--- src/rtl/xcpt_pkg.sv ---
package xcpt_pkg;

   localparam int STW = 32;

   // Cause codes equal the vector slot index; slot 5 is never used.
   typedef enum logic [2:0] {
      CS_RST  = 3'd0,
      CS_UND  = 3'd1,
      CS_SWI  = 3'd2,
      CS_PABT = 3'd3,
      CS_DABT = 3'd4,
      CS_RSVD = 3'd5,
      CS_IRQ  = 3'd6,
      CS_FIQ  = 3'd7
   } cause_e;

   localparam int NCAUSE = 8;

   localparam logic [4:0] MD_USR = 5'b10000;
   localparam logic [4:0] MD_FIQ = 5'b10001;
   localparam logic [4:0] MD_IRQ = 5'b10010;
   localparam logic [4:0] MD_SVC = 5'b10011;
   localparam logic [4:0] MD_ABT = 5'b10111;
   localparam logic [4:0] MD_UND = 5'b11011;
   localparam logic [4:0] MD_SYS = 5'b11111;

   localparam int SB_J = 24;
   localparam int SB_I = 7;
   localparam int SB_F = 6;
   localparam int SB_T = 5;
   localparam int MODE_W = 5;

   function automatic logic [4:0] target_mode(input cause_e c);
      case (c)
         CS_RST, CS_SWI:   return MD_SVC;
         CS_UND:           return MD_UND;
         CS_PABT, CS_DABT: return MD_ABT;
         CS_IRQ:           return MD_IRQ;
         CS_FIQ:           return MD_FIQ;
         default:          return MD_UND;
      endcase
   endfunction

endpackage

--- src/rtl/xcpt_arbiter.sv ---
module xcpt_arbiter
   import xcpt_pkg::*;
#(
   parameter int NC = NCAUSE
) (
   input  logic [NC-1:0] req_i,
   input  logic          irq_masked_i,
   input  logic          fiq_masked_i,
   input  logic          window_i,
   input  logic          busy_i,
   output logic          hit_o,
   output cause_e        cause_o
);

   localparam int NPRI = 7;
   localparam cause_e PRI [NPRI] = '{CS_RST, CS_DABT, CS_FIQ, CS_IRQ,
                                     CS_PABT, CS_UND, CS_SWI};

   if (NC != NCAUSE) begin : g_bad_nc
      $error("xcpt_arbiter: NC must equal the cause count");
   end

   logic [NC-1:0] elig;
   logic          open_slot;

   assign open_slot = window_i & ~busy_i;

   for (genvar g = 0; g < NC; g++) begin : g_elig
      if (g == int'(CS_RST)) begin : g_rst
         assign elig[g] = req_i[g];
      end else if (g == int'(CS_IRQ)) begin : g_irq
         assign elig[g] = req_i[g] & open_slot & ~irq_masked_i;
      end else if (g == int'(CS_FIQ)) begin : g_fiq
         assign elig[g] = req_i[g] & open_slot & ~fiq_masked_i;
      end else begin : g_sync
         assign elig[g] = req_i[g] & open_slot;
      end
   end

   // Walk from lowest to highest priority; the last match wins.
   always_comb begin
      hit_o   = 1'b0;
      cause_o = CS_RST;
      for (int k = NPRI - 1; k >= 0; k--) begin
         if (elig[PRI[k]]) begin
            hit_o   = 1'b1;
            cause_o = PRI[k];
         end
      end
   end

endmodule

--- src/rtl/xcpt_status_gen.sv ---
module xcpt_status_gen
   import xcpt_pkg::*;
(
   input  logic [STW-1:0] cur_i,
   input  cause_e         cause_i,
   output logic [STW-1:0] new_o,
   output logic [4:0]     mode_o
);

   always_comb begin
      mode_o   = target_mode(cause_i);
      new_o    = cur_i;
      new_o[SB_T] = 1'b0;
      new_o[SB_J] = 1'b0;
      new_o[SB_I] = 1'b1;
      if (cause_i == CS_FIQ || cause_i == CS_RST) begin
         new_o[SB_F] = 1'b1;
      end
      new_o[MODE_W-1:0] = mode_o;
   end

endmodule

--- src/rtl/xcpt_ret_gate.sv ---
module xcpt_ret_gate
   import xcpt_pkg::*;
(
   input  logic       ret_req_i,
   input  logic       ex_done_i,
   input  logic       busy_i,
   input  logic       entry_i,
   input  logic [4:0] mode_i,
   output logic       do_ret_o,
   output logic       err_o
);

   logic attempt;
   logic unpriv;

   assign attempt  = ret_req_i & ex_done_i & ~busy_i & ~entry_i;
   assign unpriv   = (mode_i == MD_USR) || (mode_i == MD_SYS);
   assign do_ret_o = attempt & ~unpriv;
   assign err_o    = attempt & unpriv;

endmodule

--- src/rtl/xcpt_seq.sv ---
module xcpt_seq
   import xcpt_pkg::*;
#(
   parameter int               XLEN     = 32,
   parameter logic [XLEN-1:0]  VEC_BASE = '0
) (
   input  logic            clk,
   input  logic            rst_n,
   input  logic            rst_req_i,
   input  logic            und_req_i,
   input  logic            swi_req_i,
   input  logic            pabt_req_i,
   input  logic            dabt_req_i,
   input  logic            irq_req_i,
   input  logic            fiq_req_i,
   input  logic            ex_done_i,
   input  logic            ex_idle_i,
   input  logic [31:0]     status_i,
   input  logic [XLEN-1:0] ret_addr_i,
   input  logic            ret_req_i,
   input  logic [31:0]     saved_i,
   input  logic [XLEN-1:0] link_i,
   output logic            saved_we_o,
   output logic [4:0]      bank_o,
   output logic [31:0]     saved_wdata_o,
   output logic            link_we_o,
   output logic [XLEN-1:0] link_wdata_o,
   output logic            status_we_o,
   output logic [31:0]     status_wdata_o,
   output logic            pc_we_o,
   output logic [XLEN-1:0] pc_wdata_o,
   output logic            flush_o,
   output logic            ret_err_o
);

   localparam int SLOT_SH = 2;

   if (XLEN < 8) begin : g_bad_xlen
      $error("xcpt_seq: XLEN must cover the vector table");
   end
   if (VEC_BASE[SLOT_SH-1:0] != '0) begin : g_bad_base
      $error("xcpt_seq: VEC_BASE must be word aligned");
   end

   logic [NCAUSE-1:0] req_vec;
   logic              hit;
   cause_e            win;
   logic              busy;
   logic              window;
   logic [31:0]       new_status;
   logic [4:0]        new_mode;
   logic              do_ret;
   logic              ret_err;
   logic [XLEN-1:0]   vec_addr;

   assign req_vec[CS_RST]  = rst_req_i;
   assign req_vec[CS_UND]  = und_req_i;
   assign req_vec[CS_SWI]  = swi_req_i;
   assign req_vec[CS_PABT] = pabt_req_i;
   assign req_vec[CS_DABT] = dabt_req_i;
   assign req_vec[CS_RSVD] = 1'b0;
   assign req_vec[CS_IRQ]  = irq_req_i;
   assign req_vec[CS_FIQ]  = fiq_req_i;

   assign window = ex_done_i | ex_idle_i;
   assign busy   = status_we_o;

   xcpt_arbiter #(.NC(NCAUSE)) u_arb (
      .req_i        (req_vec),
      .irq_masked_i (status_i[SB_I]),
      .fiq_masked_i (status_i[SB_F]),
      .window_i     (window),
      .busy_i       (busy),
      .hit_o        (hit),
      .cause_o      (win)
   );

   xcpt_status_gen u_stat (
      .cur_i   (status_i),
      .cause_i (win),
      .new_o   (new_status),
      .mode_o  (new_mode)
   );

   xcpt_ret_gate u_ret (
      .ret_req_i (ret_req_i),
      .ex_done_i (ex_done_i),
      .busy_i    (busy),
      .entry_i   (hit),
      .mode_i    (status_i[MODE_W-1:0]),
      .do_ret_o  (do_ret),
      .err_o     (ret_err)
   );

   assign vec_addr = VEC_BASE + XLEN'({win, {SLOT_SH{1'b0}}});

   always_ff @(posedge clk or negedge rst_n) begin
      if (!rst_n) begin
         saved_we_o     <= 1'b0;
         bank_o         <= '0;
         saved_wdata_o  <= '0;
         link_we_o      <= 1'b0;
         link_wdata_o   <= '0;
         status_we_o    <= 1'b0;
         status_wdata_o <= '0;
         pc_we_o        <= 1'b0;
         pc_wdata_o     <= '0;
         flush_o        <= 1'b0;
         ret_err_o      <= 1'b0;
      end else begin
         saved_we_o     <= 1'b0;
         bank_o         <= '0;
         saved_wdata_o  <= '0;
         link_we_o      <= 1'b0;
         link_wdata_o   <= '0;
         status_we_o    <= 1'b0;
         status_wdata_o <= '0;
         pc_we_o        <= 1'b0;
         pc_wdata_o     <= '0;
         flush_o        <= 1'b0;
         ret_err_o      <= ret_err;
         if (hit) begin
            saved_we_o     <= 1'b1;
            bank_o         <= new_mode;
            saved_wdata_o  <= status_i;
            link_we_o      <= 1'b1;
            link_wdata_o   <= ret_addr_i;
            status_we_o    <= 1'b1;
            status_wdata_o <= new_status;
            pc_we_o        <= 1'b1;
            pc_wdata_o     <= vec_addr;
            flush_o        <= 1'b1;
         end else if (do_ret) begin
            status_we_o    <= 1'b1;
            status_wdata_o <= saved_i;
            pc_we_o        <= 1'b1;
            pc_wdata_o     <= link_i;
            flush_o        <= 1'b1;
         end
      end
   end

endmodule

--- config.mk ---
export PLATFORM = sky130hd
export DESIGN_NAME = xcpt_seq
export DESIGN_NICKNAME = d
export VERILOG_FILES = /design/src/rtl/xcpt_pkg.sv /design/src/rtl/xcpt_arbiter.sv /design/src/rtl/xcpt_status_gen.sv /design/src/rtl/xcpt_ret_gate.sv /design/src/rtl/xcpt_seq.sv
export SDC_FILE = /design/constraint.sdc
export NUM_CORES = 1
export LEC_CHECK = 0
export BUFFER_PORTS_ARGS = -buffer_cell sky130_fd_sc_hd__buf_4
export CAP_MARGIN = 20
export CORE_MARGIN = 4
export CORE_UTILIZATION = 46
export CTS_CLUSTER_SIZE = 40
export DETAILED_ROUTE_END_ITERATION = 10
export HOLD_SLACK_MARGIN = 0.08
export PLACE_DENSITY = 0.94
export SYNTH_ARGS = -nofsm -noshare
export SYNTH_HDL_FRONTEND = slang
export SYNTH_SLANG_ARGS = --single-unit
--- constraint.sdc ---
create_clock -name clk -period 4 [get_ports clk]
set_input_delay 0.6 -clock clk [delete_from_list [all_inputs] [get_ports clk]]
set_output_delay 0.6 -clock clk [all_outputs]
set_load 0.01 [all_outputs]
## Word-level counts from Yosys, hierarchy flattened

Cells that the tools add are included.

- Register bits: 136
- Input bits: 140

- Eq/ne operators: 7
- Mux-type cells: 26
- Bitwise gates (word level): 20
- Reductions and logical operators: 5

Operators by type and width:

| operator | number |
|---|---|
| 32-bit two-way mux | 6 |
| 4-bit one-hot mux with 4 select lines | 1 |
| 1-bit AND | 14 |
| 3-bit two-way mux | 4 |
| 1-bit two-way mux | 11 |
| 5-bit equality test, second input constant | 2 |
| 3-bit equality test, second input constant | 3 |
| 3-bit by 2-bit equality test with 1-bit output, second input constant | 2 |
| 2-bit two-way mux | 3 |
| 5-bit two-way mux | 1 |
| 1-bit NOT | 5 |
| 2-bit OR reduction | 2 |
| 3-bit logical NOT | 1 |
| 1-bit logical OR | 2 |
| 1-bit bitwise OR | 1 |

## Depth between registers and ports, before layout

Gate-level depths: netlist (run 1).

- Word-level depth: 15
- Mapped depth: 7

## By module

A second synthesis (run 1) with hierarchy kept.

- Cell total of the unflattened synthesis: 359
- Area total of the unflattened synthesis: 4,982.3 sq um

Modules (own cells, without submodules):

| module | times used | cells an instance | area each (sq um) | seq. area each (sq um) |
|---|---|---|---|---|
| xcpt_seq | 1 | 295 | 4,516.8 | 3,403.3 |
| xcpt_status_gen | 1 | 42 | 296.5 | 0.0 |
| xcpt_arbiter | 1 | 15 | 120.1 | 0.0 |
| xcpt_ret_gate | 1 | 7 | 48.8 | 0.0 |

## Least setup slack after synthesis (run 1)

OpenSTA, ideal clock, no wires.

- Path type: in2reg
- Start point: input pabt_req_i
- End point: register status_wdata_o[11]
- Setup time: 121 ps
- Arrival time: 1,743 ps
- Slack: 2,136 ps
- Stages on the path: 7
- Buffers on the path: 2
- Path through: nor3_4 > a41oi_4 > nor2_1 > inv_1 > buf_6 > buf_8 > a22o_2

- Longest elaborated chain between the ends: 11

Ends and longest elaborated chain:

| item | line | source |
|---|---|---|
| start, declared | xcpt_seq.sv:12 | `input logic pabt_req_i,` |
| 1-bit AND (*) | xcpt_arbiter.sv:36 | `assign elig[g] = req_i[g] & open_slot;` |
| 1-bit two-way mux (*) (5 in a row) | xcpt_arbiter.sv:45 | `if (elig[PRI[k]]) begin` |
| 1-bit NOT | xcpt_ret_gate.sv:16 | `assign attempt = ret_req_i & ex_done_i & ~busy_i & ~entry_i;` |
| 1-bit AND | xcpt_ret_gate.sv:16 |  |
| 1-bit AND | xcpt_ret_gate.sv:18 | `assign do_ret_o = attempt & ~unpriv;` |
| 32-bit two-way mux | xcpt_seq.sv:133 | `end else if (do_ret) begin` |
| 32-bit two-way mux (*) | xcpt_seq.sv:122 | `if (hit) begin` |
| end signal, assigned | xcpt_seq.sv:129 | `status_wdata_o <= new_status;` |
| end signal, assigned | xcpt_seq.sv:135 | `status_wdata_o <= saved_i;` |
| end, declared | xcpt_seq.sv:29 | `output logic [31:0] status_wdata_o,` |

Mark *: on every way between the ends. The rest lies on a longest branch, timed or not.

==> flow_summary.ini, run 1 <==
[status]
status = finished clean

[drt]
routed_via_density = 4.78
vias = 3587
dr.pass1.iters = 4
drcViolationCount = 0
drtAntennaViolNets = 0
drt_iter0_markers = 131
wl_per_cell_um = 18.7
drt-total-wl_um = 14000

[clock_network]
clock_path_buffers = 2
cts_resized = 0
htree_levels = 4
hold_buffers = 0
worstSkewPairLatency_ns = 0.51
numCtsBuffers = 17
cts-root-buf = clkbuf_8
cts_setup_buffers = 0
cts_tree = done
cts.sink_count = 135
clkTransAtPathRegs_ns = 0.07

[sta]
setup_slack_ns = 1.51
hold_viol = 0
final-max-slew-violation-count = 0
rsz0062_at_grt = no
max_freq_ghz = 0.401
period_share_pct = 62.3
relSlewSlack_pct = 31.1
fin_setup_tns_ns = 0
finalSetupViolations = 0
clock_skew_ns = 0.00877
worst_pin_slew_ns = 1.03
final.min_clock_period_ns = 2.49

[worst_setup_path]
path_max_fanout = 74
path_class = flop to flop
cp-end-kind = flop
rr_worst_depth = 6
crit_arrival_ns = 2.94
startpoint_type = flop
worstPathRequired_ns = 4.45

[floorplan]
initial_core_util_pct = 47.6
fp.coreArea_mm2 = 0.00986
die-area_mm2 = 0.0119
die_width_um = 109
die_y_um = 109
io_pins = 279
rows = 36

[pwr]
p_leak_nw = 3.89
powerDensity_mw_per_mm2 = 462
vdd_ir_drop_max_uv = 283

[yosys]
ys_ff_latch = 135
postSynth.asyncResetShare_pct = 100
syn_avg_cell_area_um2 = 14.5
syn_area_mm2 = 0.00469
syn-num-nets = 463
ys_warn_count = 0
syn_inst = 323
ys_types = 36
synth_flop_cell = dfrtp_1
synth_edf_count = 0
yosysSeqAreaShare_pct = 72.0

[placement]
hpwl_um = 10200
port_buffers = 278
place_ws_ns = 1.27
finalWeightedCongestion = 0.842

[grt]
grt_start_max_net_pins = 110
grt_pass1_wl_um = 20800
antenna_found_initial = 0
grt_pass1_vias = 4014
grt.overflow.total = 0
grtUsageTotal_pct = 24.0

[run]
maxCapViolCount = 0

[final_layout]
multi_input_area_mm2 = 0.00116
antenna_cells = 0
n_fill_cell = 623
syn2layout_area_growth_pct = 58.1
drive_gt1_share_pct = 54.8
seq_area_mm2 = 0.00338
nets = 744

[hold_path]
hold_path_class = input port to async pin
-- cell usage in the layout (no fill, tap or decap), types with 3 or more instances in the layout --
cell	Yosys	routed
nor2_1	5	5
buf_4	4	281
inv_6	0	3
a21o_1	6	6
clkbuf_16	0	16
a22o_2	19	19
and2_1	95	95
dfrtp_1	135	135
a21oi_1	3	3
nor3_1	4	4
o21ai_0	4	4
a22o_1	6	6
clkinvlp_4	0	5
-- flip-flops by register name, indices dropped and copies added (netlist names) --
register	flops
status_wdata_o	32
flush_o	1
pc_wdata_o	32
link_wdata_o	32
link_we_o	1
saved_wdata_o	32
ret_err_o	1
bank_o	4
-- critical path, stage by stage (launching register included) --
cell and delay, ns:
dfrtp_1 0.46, o21bai_1 0.27, a41oi_4 0.24, nor2_1 0.12, inv_2 0.74, buf_4 0.36
a22o_2 0.19
-- cells in the mapped netlist, types with 2 or more instances --
cell type / n / area share (%)
a21o_1: 6 / 0.96
a21oi_1: 3 / 0.32
a22o_1: 6 / 1.1
a22o_2: 19 / 4.1
and2_1: 95 / 13
and3_1: 2 / 0.27
buf_2: 3 / 0.32
buf_4: 4 / 0.64
buf_8: 2 / 0.64
clkbuf_1: 3 / 0.24
clkbuf_2: 6 / 0.64
dfrtp_1: 135 / 72
inv_1: 3 / 0.24
nand2b_1: 2 / 0.27
nand3_1: 2 / 0.21
nor2_1: 5 / 0.40
nor2b_1: 2 / 0.27
nor3_1: 4 / 0.43
o21ai_0: 4 / 0.43
-- metal layers --
metal  part of all wire [%]  vias to the layer above  global-route usage (%)
li1                       -                     1621                       -
met3                     10                       32                    9.59
met2                     54                      194                    42.4
met5                      0                        -                       0
met4                    2.6                        0                    10.8
met1                     34                     1740                    24.8
-- path summary, 6_finish.rpt --
kind	to	slack, ns	from
worst max-delay path	status_wdata_o[27]	1.51	flush_o
worst min register to register	status_wdata_o[1]	0.77	flush_o
min in group clk	status_wdata_o[2]	0.28	saved_i[2]
max in group asynchronous	status_wdata_o[30]	2.84	rst_n
worst min-delay path	saved_wdata_o[29]	0.22	rst_n
worst max register to register	status_wdata_o[27]	1.51	flush_o
-- cell type report --
| class | instances | area share, % |
|---|---|---|
| Sequential cell | 135 | 45.6 |
| Timing Repair Buffer | 282 | 28.6 |
| Multi-Input combinational cell | 165 | 15.6 |
| Clock buffer | 19 | 5.82 |
| Tap cell | 133 | 2.24 |
| Clock inverter | 13 | 1.97 |
| Inverter | 3 | 0.152 |
-- metrics by stage --
| step | std cells | util, % | hold WS [ns] | cell area (um2) | total power (W) |
|---|---|---|---|---|---|
| 2_1_floorplan | 323 | - | 0.304 | 4690 | 0.00165 |
| 3_3_place_gp | 718 | 69.3 | 0.711 | 6840 | 0.00192 |
| 3_5_place_dp | 718 | 69.3 | 0.738 | 6840 | 0.00194 |
| 4_1_cts | 750 | 75.2 | 0.240 | 7410 | 0.00345 |
| 5_1_grt | 750 | 75.2 | 0.265 | 7410 | 0.00356 |
| 6_report | 750 | 75.2 | 0.220 | 7410 | 0.00342 |
-- report_power, final --
part	total (W)	internal, W	switching, W
sequential	0.00147	0.00145	0.0000282
combinational	0.000440	0.000244	0.000197
clock	0.00151	0.000909	0.000600
-- kinds of logic (layout without fill, tap and decap cells) --
kind of cell    Yosys count  count (layout)  synth area share, %
buf+inv                  23             317                 3.25
flops                   135             135                 72.0
simple gates            119             119                 16.0
compound gates           46              46                 8.72
(Power assumes the default switching activity.)
==> run 2, diff against run 1 <==
Settings changed: CORE_UTILIZATION 46 to 43, PLACE_DENSITY 0.94 to 0.89.
Clock period 4 ns to 2.6 ns, I/O delays scaled along.
==> flow_summary.ini, run 2 (same netlist as run 1, synthesis figures left out) <==
[status]
status = finished clean

[worst_setup_path]
cpLargestDelayFamily = compound AO/OA/AOI/OAI gates
rr_worst_depth = 6
cpPeakStageDelay_ns = 0.47
worstPathRequired_ns = 2.98
crit_arrival_ns = 2.16
path_max_fanout = 92
r2r-end = status_wdata_o[27]
reg2reg_slack_ns = 0.81
cp-end-kind = flop
cp_cell_sequence = o21bai_1 > a41oi_4 > nor2_1 > inv_2 > buf_12 > a22o_2
critPathSlowestCell = dfrtp_1
r2r-start = flush_o
path_class = flop to flop
startpoint_type = flop
path_buf_inv = 2

[final_layout]
layout_common_cells = buf_4, dfrtp_1, and2_1
instances_no_fill = 802
final_common_cell = buf_4
final_util_pct = 75.6
syn2layout_area_growth_pct = 68.7
drive_gt1_share_pct = 51.0
nets = 793

[sta]
final.min_clock_period_ns = 1.79
rsz0062_at_grt = no
hold_viol = 0
finalSetupViolations = 0
setup_slack_ns = 0.814
max_freq_ghz = 0.560
final-max-slew-violation-count = 0
fin_setup_tns_ns = 0
relSlewSlack_pct = 55.6
worst_pin_slew_ns = 0.661
clock_skew_ns = 0.00580
period_share_pct = 68.7

[hold_path]
hold_start = ret_addr_i[29]
hold_end = link_wdata_o[29]
hold_path_class = input port to flop
hold-path-cell-count = 2

[grt]
grt_busiest_layer = met2
grt_start_max_net_pins = 93
grt_pass1_vias = 4284
grt_pass1_wl_um = 23300
antenna_found_initial = 0
use_met1_pct = 25.9
grt.met2_usage_pct = 41.6
grt.overflow.total = 0
grtUsageTotal_pct = 24.1
met3_usage_pct = 8.46

[pwr]
p_leak_nw = 4.11
finalPower_w = 0.00521
vdd_ir_drop_max_uv = 315
powerDensity_mw_per_mm2 = 658

[run]
maxCapViolCount = 0

[drt]
drtAntennaViolNets = 0
dr.pass1.iters = 4
drcViolationCount = 0
vias = 3842
wl_per_cell_um = 18.5
routed_via_density = 4.79
drt_iter0_markers = 211
drt-total-wl_um = 14800

[clock_network]
worstSkewPairLatency_ns = 0.50
htree_levels = 4
clkTransAtPathRegs_ns = 0.06
clock_path_buffers = 2
cts.sink_count = 135
cts_setup_buffers = 0
numCtsBuffers = 17
cts-root-buf = clkbuf_8
cts_tree = done

[floorplan]
io_pins = 279
fp.coreArea_mm2 = 0.0105
die_width_um = 112
die-area_mm2 = 0.0126
die_y_um = 112
rows = 37
initial_core_util_pct = 44.8

[placement]
place_ws_ns = 0.671
port_buffers = 278
hpwl_um = 10100
dp.cells = 722
finalWeightedCongestion = 0.836
[run 2: changes by cell type in the layout (fill, tap and decap cells not counted), sizes merged]
cell / delta
bufinv: -1
buf: +1
clkbuf: +1
clkinv: +4
dlygate4sd3: +48
inv: -2
clkinvlp: -3
diode: +1
[run 2: worst reg2reg max path, stage by stage, from the launching register on]
cell	delay (ns)
dfrtp_1	0.47
o21bai_1	0.25
a41oi_4	0.08
nor2_1	0.25
inv_2	0.08
buf_12	0.20
a22o_2	0.35
[run 2: timing repair]
action,in CTS,in global routing
hold buffers,47,1
gates resized for setup,0,0
setup endpoints to repair,0,0
hold endpoints to repair,108,1
[run 2: worst max-delay path by stage]
stage | slack [ns] | depth (start not counted) | from | end
floorplan | 0.95 | 7 | pabt_req_i | status_wdata_o[11]
detailed placement | 0.67 | 7 | pabt_req_i | status_wdata_o[27]
CTS | 0.85 | 6 | flush_o | status_wdata_o[30]
global placement | 0.75 | 7 | pabt_req_i | status_wdata_o[29]
finish | 0.81 | 6 | flush_o | status_wdata_o[27]
global route | 0.68 | 6 | flush_o | status_wdata_o[27]
[run 2: area by class of cell]
class                           count  area [um2]
Sequential cell                   135        3380
Timing Repair Buffer              331        2630
Fill cell                         655        2550
Multi-Input combinational cell    165        1160
Clock buffer                       20         455
Tap cell                          136         170
Clock inverter                     11         100
Inverter                            3        11.3
Antenna cell                        1        2.50
[run 2: metal layers]
layer	wire [um]	up-vias
li1	-	1717
met1	5120	1865
met2	7880	216
met3	1210	44
met4	593	0
met5	0	-
[run 2: where the power goes]
part / switching (W) / internal, W
Combinational: 0.000315 / 0.000428
Sequential: 0.0000431 / 0.00222
Clock: 0.000858 / 0.00134
Total: 0.00122 / 0.00399
[run 2: metrics by stage]
| step | area, um2 | hold WS [ns] |
|---|---|---|
| after global routing | 7910 | 0.0807 |
| after global placement | 6870 | 0.402 |
| after detailed placement | 6870 | 0.417 |
| after CTS | 7900 | 0.0805 |
| final | 7910 | 0.110 |
| after floorplan | 4690 | 0.0944 |
